### config.mk
export PLATFORM = sky130hd
export DESIGN_NAME = lowpower_ctl
export DESIGN_NICKNAME = d
export VERILOG_FILES = /design/src/rtl/lowpower_ctl.sv
export SDC_FILE = /design/constraint.sdc
export NUM_CORES = 1
export LEC_CHECK = 0
export ABC_CLOCK_PERIOD_IN_PS = 1950
export BUFFER_PORTS_ARGS = -buffer_cell sky130_fd_sc_hd__buf_2
export CAP_MARGIN = 5
export CORE_AREA = 2 2 39 41
export CTS_CLUSTER_DIAMETER = 100
export DETAILED_ROUTE_END_ITERATION = 10
export DIE_AREA = 0 0 41 43
export PLACE_DENSITY = 0.53
export SYNTH_ARGS = -nofsm -noshare
export SYNTH_HDL_FRONTEND = slang
export SYNTH_SLANG_ARGS = --single-unit
### constraint.sdc
create_clock -name clk -period 1.95 [get_ports clk]
set_clock_uncertainty 0.15 [all_clocks]
set_input_delay 0.2925 -clock clk [delete_from_list [all_inputs] [get_ports clk]]
set_output_delay 0.2925 -clock clk [all_outputs]
set_load 0.01 [all_outputs]
### src/rtl/lowpower_ctl.sv
module lowpower_ctl #(
  parameter int CW      = 8,
  parameter int SEL_BIT = 7
) (
  input  logic          clk,
  input  logic          rst_n,
  input  logic          sleep_req,
  input  logic [CW-1:0] stby_ctl1,
  input  logic [CW-1:0] stby_ctl2,
  input  logic          irq,
  input  logic          wake_rst,
  input  logic          ev_due,
  output logic [1:0]    mode,
  output logic          cpu_clk_en,
  output logic          dma_clk_en,
  output logic          per_clk_en,
  output logic          per_sync,
  output logic          wake_pulse,
  output logic          ev_svc
);
  localparam logic [1:0] M_RUN  = 2'd0;
  localparam logic [1:0] M_SLP  = 2'd1;
  localparam logic [1:0] M_DEEP = 2'd2;
  localparam logic [1:0] M_STBY = 2'd3;

  logic       asleep;
  logic [1:0] depth;

  assign asleep = (mode != M_RUN);
  assign depth  = stby_ctl1[SEL_BIT] ? M_STBY :
                  stby_ctl2[SEL_BIT] ? M_DEEP : M_SLP;

  always_ff @(posedge clk or negedge rst_n) begin
    if (!rst_n) begin
      mode       <= M_RUN;
      wake_pulse <= 1'b0;
      per_sync   <= 1'b0;
      ev_svc     <= 1'b0;
    end else begin
      wake_pulse <= 1'b0;
      per_sync   <= 1'b0;
      ev_svc     <= asleep && ev_due;
      if (!asleep) begin
        if (sleep_req) begin
          mode     <= depth;
          per_sync <= (depth == M_STBY);
        end
      end else if (irq || wake_rst) begin
        mode       <= M_RUN;
        wake_pulse <= 1'b1;
      end
    end
  end

  assign cpu_clk_en = (mode == M_RUN);
  assign dma_clk_en = (mode == M_RUN) || (mode == M_SLP);
  assign per_clk_en = (mode != M_STBY) || per_sync;
endmodule


======== Yosys cells after proc, flatten, opt, wreduce, memory -nomap -nowiden ========
Index checks and enable logic that the tools add are counted.
storage, ports and cells
  register bits after elaboration ......... 5
  latch bits .............................. 0
  RAM bits ................................ 0
  memory bits (read-only) ................. 0
  logic and storage cells ................. 25
  memories ................................ 0
operators by class
  add/sub/neg operators ................... 0
  $mul .................................... 0
  div/mod/pow operators ................... 0
  magnitude comparators ................... 0
  equality and inequality tests ........... 4
  shift-type cells ........................ 0
  mux-type cells .......................... 9
  bitwise gates (word level) .............. 0
  reductions and logical operators ........ 8
operators with widths
  cell                                                    count
  two-way mux 2 bit                                       5
  two-way mux 1 bit                                       4
  nonzero test 2 bit                                      2
  logical OR 1 bit                                        3
  == test 2 x 1 -> 1 bit (second input constant)          1
  == test 2 bit (second input constant)                   1
  logical NOT 2 bit                                       1
  inequality test 2 x 1 -> 1 bit (second input constant)  1
  inequality test 2 bit (second input constant)           1
  AND reduction 2 bit                                     1
  logical AND 1 bit                                       1

======== Depth between registers and ports, before layout ========
  word-level depth ........................ 5
  depth in mapped cells ................... 2
  gate-level depth less buffers ........... 2

======== Worst setup path after synthesis ========
Ideal clock, no wire load.
  path kind ............................... register to output
  start point ............................. register mode[1]
  end point ............................... output port cpu_clk_en
  arrival time ............................ 0.637 ns
  data required time ...................... 1.507 ns
  slack ................................... 0.871 ns
  cell stages (with the launch flop) ...... 2
  path buffers ............................ 0
  cells stage by stage .................... dfrtp_1 -> nor2_4
on the way
  cells in the longest elaborated chain, start to end .. 1
ends and longest elaborated chain
  what                      line  text
  start: declaration        13    output logic [1:0] mode,
  start signal: assignment  45    mode <= depth;
  logical NOT 2 bit         55    assign cpu_clk_en = (mode == M_RUN);
  end: declaration          14    output logic cpu_clk_en,
Every way passes these cells.

======== Worst setup path in the final report ========
Same ends and word-level chain as after synthesis.

==> qor.log <==
[detailed_routing] Via Count 189
[outcome] result of the run complete, no violations
[detailed_routing] number of vias per cell 3.63
[placed_design] post-detailed-placement half-perimeter wirelength 412 um
[placed_design] global placement routability congestion 0.686
[sta] Peak Freq 681 MHz
[clock_network] clock buffers created by TritonCTS 3
[worst_setup_path] data arrival time of the worst path 1030 ps
[global_routing] pin count of the biggest net entering global routing 7
[clock_network] number of hold-repair buffers added at the cts stage 1
[floorplan] floorplan die area 0.00176 sq mm
[power] Static Leak 0.171 nW
[worst_setup_path] Critical Path Slowest Stage Cell dfrtp_1
[power] switching power total 0.0000880 W
[clock_network] clock slew at the register clock pins of the worst setup and hold paths 40 ps
[global_routing] global-route usage over all layers 0.0665
[power] total power divided by cell area 963 mW/mm^2
[synth] area share of the largest cell type after synthesis 0.625
[sta] endpoints failing setup 0
[synth] sequential element share of the synthesized area 0.625
[job] max-capacitance violation count 0
[sta] max-slew violation count 0
[detailed_routing] count of antenna-violating nets left after detailed routing 0
[power] share of total power in sequential cells 0.409
[global_routing] antenna violations before repair 0
[power] internal power component 0.000231 W
[cells_and_area] commonest non-fill, non-tap cells in the layout 15 x buf_2, 5 x dfrtp_1, 3 x clkbuf_4
[detailed_routing] drt first pass iters 2
[synth] count of cell types in the netlist 10
[worst_setup_path] Setup crit start kind flip-flop
[synth] mean post-synth cell area 12.5 sq um
[worst_setup_path] required time of the critical path 1510 ps
[placed_design] count of buffers from port buffering 15
[clock_network] Root Driver clkbuf_4
[synth] flip-flop and latch count after synthesis 5
[power] post-layout power 0.000319 W
[worst_setup_path] list of cells traversed by the critical path nor2_4 > buf_2
[global_routing] via count of the first global-routing pass 172
[synth] post-synth net total 38
[synth] Area contributors post-synth dfrtp_1 63%, a32o_1 10%, nor2_4 5.6%, nand3b_1 3.8%, nor2_1 3.8%
[worst_setup_path] critical path fanouts, max 6
[clock_network] Post-CTS Setup Bufs 0
[cells_and_area] antenna cells 0
[synth] Synth Instances 16
[synth] cell area after synthesis 200 sq um
[power] maximum ir drop on the vdd rail 196 uV
[detailed_routing] routed length per instance 9.33 um
[clock_network] clock latency at the later pin of the worst-skew pair 230 ps
[sta] worst slew margin relative to its limit 0.862
[worst_setup_path] classification of the worst setup path flip-flop to output port
[detailed_routing] number of DRC markers after the initial detailed-route iteration 1
[sta] Tmin final 1470 ps
[clock_network] maximum number of buffers from clock root to sink 2
[sta] ratio of final minimum period to clock period 0.753
[cells_and_area] fin nets 59
[clock_network] total number of clock tree sinks 5
[cells_and_area] area overhead of the layout relative to synthesis 65.6%
[sta] accumulated negative setup slack 0 ps
[clock_network] post-cts repair resize count 0
[power] Sw Ratio 0.275
[global_routing] wire length of the first global-routing pass 662 um
[floorplan] die extent in x 41 um
[clock_network] TritonCTS clock tree done
[worst_setup_path] type of element capturing the critical path output port
[synth] warnings from Yosys 0
[sta] final-report hold violation count 0
[floorplan] number of primary I/O pins 30
[cells_and_area] Fill cells 156
[floorplan] Vert. Die Dim 43 um
[power] Clock Power Share 0.357
[global_routing] grt total ovfl 0
[floorplan] area inside the core boundary 0.00138 sq mm
[detailed_routing] total wirelength of the detailed-routed design 485 um
[sta] setup repair after global routing missed its margin false
[floorplan] starting density of the core 0.145
[power] combinational cell fraction of total power 0.234
[floorplan] total number of placement rows 14
[worst_setup_path] delay contributed by the slowest stage of the critical path 430 ps
[clock_network] H-Tree Level Count 1
[synth] library cell with the largest summed area after synthesis dfrtp_1
[worst_hold_path] min-delay worst type primary input to flip-flop
[detailed_routing] number of design rule violations left after detail routing 0
[sta] transition time at the pin with the least slew margin 207 ps
[cells_and_area] most frequent standard cell in the layout excluding fill and tap cells buf_2
[cells_and_area] fraction of layout instances using a drive strength above 1 0.528
## final cells by class
class                      instances  area, sq um  share of cell area
sequential                         5          125               0.377
timing repair buffer              16         85.1               0.257
multi-input combinational         10         71.3               0.215
clock buffer                       4         26.3              0.0792
tap                               16         20.0              0.0604
inverter                           1         3.75              0.0113
## logic make-up after synthesis
| group | count (synthesis) | synth area share |
|---|---|---|
| and+or+nand+nor | 8 | 0.256 |
| DFF | 5 | 0.625 |
| AOI/OAI and AO/OA | 2 | 0.100 |
| buffers and inverters | 1 | 0.0187 |
## worst max-delay path: cells and delay by family (launching register included)
| kind | cells | cell delay, ps |
|---|---|---|
| flops | 1 | 430 |
| buf+inv | 1 | 160 |
| simple gates | 1 | 200 |
## stage by stage
step	instance area (sq um)	std cells	setup WS [ps]	utilization	hold WS, ps
after global routing	332	52	437	0.240	172
after CTS	332	52	475	0.240	145
after global placement	295	47	739	0.213	-43.0
final	332	52	481	0.240	144
after floorplan	200	16	871	-	-153
after detailed placement	295	47	734	0.213	-41.9
## flip-flops by register name, summed over array words and instances, names as in the netlist
| signal | count |
|---|---|
| mode | 2 |
| wake_pulse | 1 |
| ev_svc | 1 |
| per_sync | 1 |
## Yosys cell counts
| library cell | instances |
|---|---|
| a32o_1 | 2 |
| nor2b_1 | 1 |
| nor2_1 | 2 |
| and3_1 | 1 |
| or2_0 | 1 |
| nand3b_1 | 1 |
| inv_1 | 1 |
| nor2_4 | 1 |
| nand2b_1 | 1 |
| dfrtp_1 | 5 |
## path summary, 6_finish.rpt
path                       startpoint    endpoint  slack, ps  cells past startpoint
max                           mode[1]  cpu_clk_en        480                      2
min                            ev_due      ev_svc        140                      2
max reg2reg                   mode[1]     mode[0]        900                      2
min reg2reg                   mode[0]     mode[0]        460                      1
max in group asynchronous       rst_n     mode[0]       1280                      2
min in group asynchronous       rst_n    per_sync        250                      2
## power by group through the flow
stage | registers [W] | logic, W | clock network, W
2_1_floorplan | 0.000139 | 0.0000284 | 0
3_3_place_gp | 0.000132 | 0.0000729 | 0
3_5_place_dp | 0.000132 | 0.0000743 | 0
4_1_cts | 0.000131 | 0.0000759 | 0.000121
5_1_grt | 0.000133 | 0.0000841 | 0.000125
6_report | 0.000131 | 0.0000746 | 0.000114
## per-layer routing
| layer | vias up | GRT usage | routed length (um) |
|---|---|---|---|
| li1 | 95 | - | - |
| met5 | - | 0 | 0 |
| met4 | 0 | 0.0600 | 0 |
| met1 | 78 | 0.0782 | 231 |
| met2 | 16 | 0.0625 | 155 |
| met3 | 0 | 0.0681 | 97 |
Note: power is estimated with default switching activity, not from simulation.
